[src/rtl/sip_pkg.sv]
package sip_pkg;

   typedef enum logic [1:0] {
      SEL_LOAD  = 2'd0,
      SEL_SET   = 2'd1,
      SEL_CLEAR = 2'd2,
      SEL_LEVEL = 2'd3
   } sip_sel_e;

   // Applies one bus write to a pending word of up to 64 bits.
   function automatic logic [63:0] sip_apply(input logic [63:0] cur,
                                             input logic [63:0] val,
                                             input sip_sel_e    sel);
      logic [63:0] res;
      case (sel)
         SEL_LOAD:  res = val;
         SEL_SET:   res = cur | val;
         SEL_CLEAR: res = cur & ~val;
         default:   res = cur;
      endcase
      return res;
   endfunction

endpackage

[src/rtl/sip_pend_reg.sv]
module sip_pend_reg
   import sip_pkg::*;
#(
   parameter int SRC_N     = 17,
   parameter int TIMER_BIT = 16
) (
   input  logic             clk,
   input  logic             rst_n,
   input  logic             wr_en,
   input  sip_sel_e         sel,
   input  logic [SRC_N-1:0] data,
   input  logic             hit,
   output logic [SRC_N-1:0] pend_d,
   output logic [SRC_N-1:0] pend_q
);
   logic [63:0] applied;

   always_comb begin
      applied = sip_apply(64'(pend_q), 64'(data), sel);
      pend_d  = pend_q;
      if (wr_en) begin
         pend_d = applied[SRC_N-1:0];
      end
      // timer event lands after the bus write so it is never lost
      if (hit) begin
         pend_d[TIMER_BIT] = 1'b1;
      end
   end

   always_ff @(posedge clk) begin
      if (!rst_n) begin
         pend_q <= '0;
      end else begin
         pend_q <= pend_d;
      end
   end
endmodule

[src/rtl/sip_level_reg.sv]
module sip_level_reg
   import sip_pkg::*;
#(
   parameter int LVL_W = 4
) (
   input  logic             clk,
   input  logic             rst_n,
   input  logic             wr_en,
   input  sip_sel_e         sel,
   input  logic [LVL_W-1:0] data,
   output logic [LVL_W-1:0] lvl_d,
   output logic [LVL_W-1:0] lvl_q
);
   always_comb begin
      lvl_d = lvl_q;
      if (wr_en && sel == SEL_LEVEL) begin
         lvl_d = data;
      end
   end

   always_ff @(posedge clk) begin
      if (!rst_n) begin
         lvl_q <= '0;
      end else begin
         lvl_q <= lvl_d;
      end
   end
endmodule

[src/rtl/sip_req_mask.sv]
module sip_req_mask #(
   parameter int               SRC_N     = 17,
   parameter int               LVL_W     = 4,
   parameter logic [SRC_N-1:0] FIXED_MSK = 17'h10001,
   parameter int               FIXED_THR = 14
) (
   input  logic [SRC_N-1:0] pend,
   input  logic [LVL_W-1:0] lvl,
   output logic [SRC_N-1:0] req
);
   logic below_thr;
   assign below_thr = (int'(lvl) < FIXED_THR);

   for (genvar g = 0; g < SRC_N; g++) begin : g_src
      if (FIXED_MSK[g]) begin : g_fixed
         assign req[g] = pend[g] & below_thr;
      end else begin : g_ranked
         assign req[g] = pend[g] & (int'(lvl) < g);
      end
   end
endmodule

[src/rtl/sip_ctrl.sv]
module sip_ctrl
   import sip_pkg::*;
#(
   parameter int               SRC_N     = 17,
   parameter int               LVL_W     = 4,
   parameter int               BUS_W     = 32,
   parameter int               TIMER_BIT = 16,
   parameter logic [SRC_N-1:0] FIXED_MSK = 17'h10001,
   parameter int               FIXED_THR = 14
) (
   input  logic             clk,
   input  logic             rst_n,
   input  logic             wr_en,
   input  logic [1:0]       wr_sel,
   input  logic [BUS_W-1:0] wr_data,
   input  logic             tmr_hit,
   output logic [BUS_W-1:0] rd_data,
   output logic [SRC_N-1:0] irq_req
);
   localparam int PAD_W = BUS_W - SRC_N;

   initial begin
      assert (SRC_N <= 64) else $error("SRC_N above 64");
      assert (BUS_W > SRC_N) else $error("BUS_W must exceed SRC_N");
      assert (BUS_W >= LVL_W) else $error("BUS_W narrower than LVL_W");
      assert (TIMER_BIT < SRC_N) else $error("TIMER_BIT out of range");
      assert (FIXED_THR <= (1 << LVL_W)) else $error("FIXED_THR out of range");
   end

   sip_sel_e         sel;
   logic [SRC_N-1:0] pend_d, pend_q;
   logic [LVL_W-1:0] lvl_d, lvl_q;
   logic [SRC_N-1:0] req_d;
   logic [SRC_N-1:0] req_q;

   assign sel = sip_sel_e'(wr_sel);

   sip_pend_reg #(.SRC_N(SRC_N), .TIMER_BIT(TIMER_BIT)) u_pend (
      .clk(clk), .rst_n(rst_n), .wr_en(wr_en), .sel(sel),
      .data(wr_data[SRC_N-1:0]), .hit(tmr_hit),
      .pend_d(pend_d), .pend_q(pend_q)
   );

   sip_level_reg #(.LVL_W(LVL_W)) u_lvl (
      .clk(clk), .rst_n(rst_n), .wr_en(wr_en), .sel(sel),
      .data(wr_data[LVL_W-1:0]), .lvl_d(lvl_d), .lvl_q(lvl_q)
   );

   // mask the next state so requests move on the same edge as the state
   sip_req_mask #(.SRC_N(SRC_N), .LVL_W(LVL_W), .FIXED_MSK(FIXED_MSK),
                  .FIXED_THR(FIXED_THR)) u_mask (
      .pend(pend_d), .lvl(lvl_d), .req(req_d)
   );

   always_ff @(posedge clk) begin
      if (!rst_n) begin
         req_q <= '0;
      end else begin
         req_q <= req_d;
      end
   end

   assign rd_data = {{PAD_W{1'b0}}, pend_q};
   assign irq_req = req_q;
endmodule

[config.mk]
export PLATFORM = sky130hd
export DESIGN_NAME = sip_ctrl
export DESIGN_NICKNAME = d
export VERILOG_FILES = /design/src/rtl/sip_pkg.sv /design/src/rtl/sip_pend_reg.sv /design/src/rtl/sip_level_reg.sv /design/src/rtl/sip_req_mask.sv /design/src/rtl/sip_ctrl.sv
export SDC_FILE = /design/constraint.sdc
export NUM_CORES = 1
export LEC_CHECK = 0
export ABC_AREA = 1
export BUFFER_PORTS_ARGS = -buffer_cell sky130_fd_sc_hd__buf_2
export CAP_MARGIN = 10
export CORE_ASPECT_RATIO = 0.75
export CORE_MARGIN = 2
export CORE_UTILIZATION = 44
export DETAILED_ROUTE_END_ITERATION = 10
export PLACE_DENSITY = 0.88
export REMOVE_ABC_BUFFERS = 1
export SLEW_MARGIN = 20
export SYNTH_ARGS = -nofsm -noshare
export SYNTH_HDL_FRONTEND = slang
export SYNTH_SLANG_ARGS = --single-unit
[constraint.sdc]
create_clock -name clk -period 1.3 [get_ports clk]
set_input_delay 0.065 -clock clk [delete_from_list [all_inputs] [get_ports clk]]
set_output_delay 0.065 -clock clk [all_outputs]
set_load 0.02 [all_outputs]
[Word-level counts from Yosys, hierarchy flattened]
Index checks and enable logic that the tools add are counted.
Operators by class
  magnitude comparators: 15
  eq/ne operators: 3
  mux-type cells: 4
  bitwise logic cells: 20
  reductions and logical operators: 2
Operator list (number)
  $pmux W17 S3: 1
  $lt A4 B4 Y1 const B: 8
  $and A1 B1 Y1: 17
  $and A17 B17 Y17: 1
  $mux W17: 1
  $not A17 Y17: 1
  $or A17 B17 Y17: 1
  $lt A4 B3 Y1 const B: 4
  $lt A4 B2 Y1 const B: 2
  $eq A2 B2 Y1 const B: 2
  $lt A4 B1 Y1 const B: 1
  $mux W4: 1
  $eq A2 B1 Y1 const B: 1
  $logic_not A2 Y1: 1
  $logic_and A1 B1 Y1: 1
  $mux W1: 1
Storage, ports and cells
  bits in registers: 38
  input bits: 38
  output and inout bits: 49
  word-level logic and storage cells: 47

[Depth between registers and ports, before layout]
Gate-level depths: netlist (run 1).
  word-level depth: 6
  gate-level depth with buffers: 9
  mapped depth without buffers: 8

[By module]
A second synthesis (run 1) with hierarchy kept.
Unflattened totals
  cell total of the unflattened synthesis: 301
  area, all modules: 1948.1 um^2
By module, submodules not included
  sip_pend_reg: instances 1, cells an instance 149, area an instance 928.4 um^2
  sip_ctrl: instances 1, cells an instance 69, area an instance 613.1 um^2
  sip_level_reg: instances 1, cells an instance 34, area an instance 209.0 um^2
  sip_req_mask: instances 1, cells an instance 49, area an instance 197.7 um^2

[Least setup slack after synthesis (run 1)]
OpenSTA, ideal clock, no wires.
  path kind: input to register
  from: input wr_sel[1]
  to: register req_q[4] (netlist: irq_req[4])
  library setup time: 0.128 ns
  arrival time: 0.841 ns
  setup slack: 0.331 ns
  cell stages on the path: 8
  path buffers: 2
  cell sequence: buf_4 inv_1 buf_2 nor2_1 o21ai_1 nand2_1 nand2_1 nor2_1
Between the ends
  word-level cells in the longest chain between the ends: 5
RTL lines
  start, declared: line sip_ctrl.sv:14  | input logic [1:0] wr_sel,
  $eq A2 B2 Y1: line sip_level_reg.sv:16  | if (wr_en && sel == SEL_LEVEL) begin
  $logic_and A1 B1 Y1: line sip_level_reg.sv:16
  $mux W4: line sip_level_reg.sv:16
  $lt A4 B3 Y1: line sip_req_mask.sv:18  | assign req[g] = pend[g] & (int'(lvl) < g);
  $and A1 B1 Y1 (*): line sip_req_mask.sv:18
  end signal, assigned: line sip_ctrl.sv:59  | req_q <= req_d;
  end, declared: line sip_ctrl.sv:34  | logic [SRC_N-1:0] req_q;
Every way passes the cells marked *; elsewhere a longest branch is shown, timed or not.
A chain may end at the register's enable or synchronous reset.

[Worst setup path in the final report (run 1)]
  from: register u_lvl.lvl_q[2]
  to: register req_q[16] (netlist: irq_req[16])
Between the ends
  word-level cells in the longest chain between the ends: 3
RTL lines
  start, declared: line sip_level_reg.sv:12  | output logic [LVL_W-1:0] lvl_q
  start signal, assigned: line sip_level_reg.sv:25  | lvl_q <= lvl_d;
  $mux W4: line sip_level_reg.sv:16
  $lt A4 B4 Y1: line sip_req_mask.sv:12  | assign below_thr = (int'(lvl) < FIXED_THR);
  $and A1 B1 Y1: line sip_req_mask.sv:16  | assign req[g] = pend[g] & below_thr;
Every way passes these cells.

==> impl_metrics.py, run 1 <==
metrics = {
    "outcome": {
        "status": "finished, final reports clean",
    },
    "clock_network": {
        "cts_max_level": 2,
        "clock_latency_ns": 0.29,
        "cts_resized": 0,
        "clk_pin_slew_ns": 0.07,
        "cts-hold-fix-buffers": 0,
        "numCtsBuffers": 5,
        "cts_setup_buffers": 0,
        "cts_root_buffer": "clkbuf_8",
        "cts_tree": "built",
        "cts_buffer_depth": 2,
        "cts.sinks": 38,
    },
    "drt": {
        "drt_iter0_drc": 79,
        "postRouteWirelength_mm": 3.85,
        "drc": 0,
        "vias": 1552,
        "wire_per_inst_um": 11.1,
        "viasPerCell": 4.46,
        "drtAntennaViolNets": 0,
        "dr.pass1.iters": 4,
    },
    "synthesis": {
        "syn_area_um2": 1660,
        "ys_types": 24,
        "ys_warn_count": 0,
        "ys.flop_type": "dfxtp_1",
        "yosysMostFrequentCell": "nand2_1",
        "synth_top_cell_area_share": 0.457,
        "netlist_instances": 234,
        "synth_edf_count": 0,
        "synthTopCellsByArea": "dfxtp_1, nand2_1, nor2_1",
        "synth_area_per_cell_um2": 7.11,
        "yosysSeqAreaShare": 0.457,
        "ys_ff_latch": 38,
        "ys_async_sr_fraction": 0,
        "yosysTopAreaCell": "dfxtp_1",
        "synth.top_cells.by_count": "nand2_1, nor2_1, dfxtp_1, inv_1, buf_4",
    },
    "grt": {
        "grtUsageMet3": 0.0601,
        "antenna_found_initial": 0,
        "grt_pass1_wl_mm": 5.91,
        "grt_usage": 0.187,
        "grt_pass1_vias": 1314,
        "globalRouteMet1Util": 0.252,
        "grt-busiest-layer": "met2",
        "grt_max_degree": 18,
        "grt-ovfl-total": 0,
        "grtUsageMet2": 0.287,
    },
    "floorplanning": {
        "die_area_um2": 4300,
        "die_height_um": 57.3,
        "start_util": 0.458,
        "io_pins": 87,
        "core.rowCount": 19,
        "dieWidth_um": 75.0,
        "core_um2": 3640,
    },
    "final_layout": {
        "area_growth_syn_to_layout_pct": 24.6,
        "diodes": 0,
        "drive_above_1_share": 0.267,
        "nets": 333,
        "design_area_um2": 2070,
    },
    "pwr": {
        "cellPowerDensity_nw_per_um2": 1280,
        "p_int_mw": 1.93,
        "pwr-share-comb": 0.160,
        "seq_power_share": 0.467,
        "ir_drop_mv": 0.739,
        "p_sw_frac": 0.274,
        "leakage_nw": 1.18,
        "p_sw_uw": 727,
        "power_frac_clock": 0.373,
    },
    "placed_design": {
        "dpl-instance-area_um2": 1960,
        "port_buffers": 56,
        "dp_hpwl_mm": 2.83,
        "routabilityCongestion": 0.769,
    },
    "worst_setup_path": {
        "path_max_fanout": 6,
        "cp-startpoint": "u_lvl.lvl_q[2]",
        "end_kind": "register",
        "rrSetupSlack_ns": 0.32,
        "ff2ff_path_depth": 5,
        "cp-endpoint": "irq_req[16]",
        "crit_arrival_ns": 1.16,
        "reg2reg_from": "u_lvl.lvl_q[2]",
        "required_ns": 1.48,
        "critPathKind": "register to register",
        "worst_r2r_endpoint": "irq_req[16]",
        "startpoint_type": "register",
    },
    "timing": {
        "finalHoldViolCount": 0,
        "setup_violations": 0,
        "fin_setup_tns_ns": 0,
        "timing.fmax_mhz": 1020,
        "finalClockSkew_ns": 0.00456,
        "period_share": 0.758,
        "slew_viol_final": 0,
        "grt_setup_unrepaired": "false",
        "period_needed_ns": 0.985,
    },
    "worst_hold_path": {
        "hold_class": "input port to register",
        "hold_start": "wr_data[10]",
    },
    "flow_run": {
        "maxCapViolCount": 0,
    },
}
-- cell type report --
type	count	area (µm²)
inverters	22	82.6
fillers	366	1560
well taps	52	65.1
flip-flops and latches	38	761
repair buffers	61	330
clock inverters	2	37.5
clock buffers	6	72.6
multi-input cells	167	724
-- worst min path at each step --
stage	end	slack, ns	cells after the start
after CTS	u_pend.pend_q[10]	0.05	3
after floorplan	u_pend.pend_q[16]	0.18	2
after detailed placement	u_pend.pend_q[10]	0.36	3
after global routing	u_pend.pend_q[5]	0.06	3
after global placement	u_pend.pend_q[10]	0.35	3
final	u_pend.pend_q[10]	0.05	3
-- cell usage in the layout, fill, tap and decap left out --
cell type | synthesis | final
clkbuf_1 | 1 | 1
nand2_4 | 2 | 2
o21ai_1 | 3 | 3
buf_2 | 1 | 56
nand4_1 | 4 | 4
nand2_1 | 66 | 66
o21ai_2 | 1 | 1
buf_4 | 16 | 4
inv_1 | 19 | 19
buf_12 | 0 | 1
a21oi_1 | 10 | 10
bufinv_16 | 0 | 1
nor2_4 | 2 | 2
clkbuf_8 | 0 | 5
clkinvlp_4 | 0 | 1
inv_2 | 2 | 2
conb_1 | 1 | 15
clkinv_1 | 1 | 1
dfxtp_1 | 38 | 38
nor2_2 | 1 | 1
nor2_1 | 42 | 42
nand3_1 | 7 | 7
nand3_2 | 1 | 1
nand2_2 | 2 | 2
o21ai_0 | 11 | 11
-- stage by stage --
| step | hold WS [ns] | cells | worst slack [ns] | utilization | power [mW] |
|---|---|---|---|---|---|
| detailed placement | 0.362 | 340 | 0.167 | 0.540 | 1.69 |
| global route | 0.0620 | 348 | 0.239 | 0.570 | 2.76 |
| global placement | 0.351 | 340 | 0.230 | 0.540 | 1.68 |
| finish | 0.0545 | 348 | 0.315 | 0.570 | 2.65 |
| CTS | 0.0495 | 348 | 0.308 | 0.570 | 2.66 |
| floorplan | 0.181 | 227 | 0.429 | - | 1.52 |
-- power groups by stage --
stage / Sequential (mW) / Clock (mW) / Combinational (mW)
3_5_place_dp: 1.27 / 0 / 0.423
5_1_grt: 1.24 / 1.05 / 0.469
6_report: 1.24 / 0.988 / 0.425
3_3_place_gp: 1.26 / 0 / 0.413
4_1_cts: 1.24 / 0.997 / 0.425
2_1_floorplan: 1.33 / 0 / 0.190
-- critical path, stage by stage, from the launching register on --
cell and delay, ns:
dfxtp_1 0.34, nand2_1 0.07, nand2_2 0.13, nand2_4 0.09
nor2_1 0.18, nor2_1 0.07
-- routing by layer --
layer  up-vias  part of all wire
met3         4             0.071
li1        813                 -
met5         -                 0
met4         0            0.0081
met1       673              0.49
met2        62              0.43
-- cell families after synthesis --
logic type | synth area share
AOI/OAI and AO/OA | 0.0774
and+or+nand+nor | 0.324
other | 0.00225
DFF | 0.457
buffers and inverters | 0.139
-- flip-flops by register name (all words and copies together), names as in the netlist --
| register | cells |
|---|---|
| u_pend.pend_q | 17 |
| u_lvl.lvl_q | 4 |
| irq_req | 17 |
(Power assumes the default switching activity.)
==> inputs of run 2 (changes only) <==
==> constraint.sdc (replaced) <==
create_clock -name clk -period 1 [get_ports clk]
set_input_delay 0.05 -clock clk [delete_from_list [all_inputs] [get_ports clk]]
set_output_delay 0.05 -clock clk [all_outputs]
set_load 0.02 [all_outputs]
==> impl_metrics.py, run 2 (same netlist as run 1, synthesis figures left out) <==
metrics = {
    "outcome": {
        "status": "finished, final reports clean",
    },
    "worst_hold_path": {
        "hold_class": "input port to register",
        "min_path_cells": 3,
    },
    "timing": {
        "period_needed_ns": 0.927,
        "fin_setup_tns_ns": 0,
        "hold_slack_ns": 0.0334,
        "slew_viol_final": 0,
        "grt_setup_unrepaired": "true",
        "timing.fmax_mhz": 1080,
        "finalHoldViolCount": 0,
        "period_share": 0.927,
        "finalClockSkew_ns": 0.00259,
        "setup_violations": 0,
    },
    "final_layout": {
        "layout_common_cells": "nand2_1, buf_2, nor2_1",
        "fin_cells": 350,
        "num-fill-cells": 362,
        "nets": 336,
        "diodes": 0,
        "area_growth_syn_to_layout_pct": 25.0,
        "layout_commonest_cell": "nand2_1",
        "drive_above_1_share": 0.275,
        "design_area_um2": 2080,
    },
    "grt": {
        "antenna_found_initial": 0,
        "grt-busiest-layer": "met2",
        "grtUsageMet3": 0.0583,
        "grt-ovfl-total": 0,
        "globalRouteMet1Util": 0.262,
        "grt_pass1_vias": 1388,
        "grt_max_degree": 18,
        "grt_pass1_wl_mm": 6.34,
        "grt_usage": 0.197,
        "grtUsageMet2": 0.310,
    },
    "floorplanning": {
        "io_pins": 87,
        "core.rowCount": 19,
        "start_util": 0.458,
        "core_um2": 3640,
        "die_height_um": 57.3,
        "die_area_um2": 4300,
        "dieWidth_um": 75.0,
    },
    "worst_setup_path": {
        "worst-path-buf-inv": 0,
        "critPathKind": "register to register",
        "path_delay_family": "simple AND/OR/NAND/NOR gates",
        "cpMaxStageDelayCell": "dfxtp_1",
        "slowest_delay_ns": 0.33,
        "crit_arrival_ns": 1.10,
        "startpoint_type": "register",
        "ff2ff_path_depth": 5,
        "required_ns": 1.18,
        "path_max_fanout": 6,
        "cp_cell_sequence": "nand2_1 > nand2_2 > nand2_4 > nor2_2 > nor2_1",
        "end_kind": "register",
        "worst-path-stages": 5,
    },
    "drt": {
        "vias": 1527,
        "drtAntennaViolNets": 0,
        "drc": 0,
        "wire_per_inst_um": 10.8,
        "postRouteWirelength_mm": 3.79,
        "viasPerCell": 4.36,
        "drt_iter0_drc": 70,
        "dr.pass1.iters": 4,
    },
    "clock_network": {
        "cts_tree": "built",
        "numCtsBuffers": 5,
        "cts_root_buffer": "clkbuf_8",
        "clk_pin_slew_ns": 0.07,
        "cts.sinks": 38,
        "cts_max_level": 2,
        "clock_latency_ns": 0.28,
        "cts_buffer_depth": 2,
        "cts_setup_buffers": 0,
    },
    "pwr": {
        "leakage_nw": 1.19,
        "cellPowerDensity_nw_per_um2": 1510,
        "ir_drop_mv": 0.827,
    },
    "placed_design": {
        "place_inst": 343,
        "routabilityCongestion": 0.781,
        "dpl-instance-area_um2": 2000,
        "dp_hpwl_mm": 2.83,
        "port_buffers": 56,
    },
    "flow_run": {
        "maxCapViolCount": 0,
    },
}
## run 2: cell count changes in the layout (fill, tap and decap cells not counted)
cell and delta:
buf_12 +1, nand2_2 +1, nand2_1 -1, buf_4 +2, nor2_1 -1, bufinv_16 -1
clkinvlp_4 -1, nor2_2 +1, clkbuf_1 +1
## run 2: power breakdown
| group | internal (mW) | leakage (nW) | total, mW | switching (mW) |
|---|---|---|---|---|
| registers | 1.59 | 0.311 | 1.61 | 0.0244 |
| clock network | 0.479 | 0.0383 | 0.961 | 0.481 |
| logic | 0.186 | 0.837 | 0.566 | 0.380 |
| total | 2.25 | 1.19 | 3.14 | 0.886 |
## run 2: cell type report
| type | count | area, µm² | area share |
|---|---|---|---|
| Timing Repair Buffer | 64 | 365 | 0.176 |
| Sequential cell | 38 | 761 | 0.366 |
| Inverter | 22 | 82.6 | 0.0397 |
| Clock buffer | 7 | 76.3 | 0.0367 |
| Tap cell | 52 | 65.1 | 0.0313 |
| Multi-Input combinational cell | 167 | 729 | 0.351 |
## run 2: through the flow
| stage | utilization | setup WS (ns) | power, mW |
|---|---|---|---|
| final | 0.572 | 0.0731 | 3.14 |
| after global routing | 0.572 | -0.0556 | 3.30 |
| after CTS | 0.570 | 0.00751 | 3.16 |
| after detailed placement | 0.549 | -0.0523 | 2.21 |
| after global placement | 0.549 | -0.0173 | 2.20 |
| after floorplan | - | 0.129 | 1.98 |
## run 2: final timing paths
path / start / end / slack [ns]
worst max-delay path: u_lvl.lvl_q[2] / irq_req[16] / 0.07
worst min register to register: u_pend.pend_q[11] / u_pend.pend_q[11] / 0.49
worst max register to register: u_lvl.lvl_q[2] / irq_req[16] / 0.07
worst min-delay path: rst_n / u_pend.pend_q[10] / 0.03
## run 2: tightest hold or removal path: stages
cell and delay, ns:
buf_2 0.11, clkinv_1 0.06, a21oi_1 0.05
## run 2: layer usage
| layer | up-vias | share of wire |
|---|---|---|
| met1 | 653 | 0.47 |
| met4 | 0 | 0.011 |
| li1 | 822 | - |
| met2 | 47 | 0.45 |
| met5 | - | 0 |
| met3 | 5 | 0.062 |
## run 2: repair_timing
action                                  4_1_cts  5_1_grt
hold buffers                                  0        0
gates resized for setup                       0        2
endpoints found under the setup margin        0        5
hold endpoints to repair                      0        0
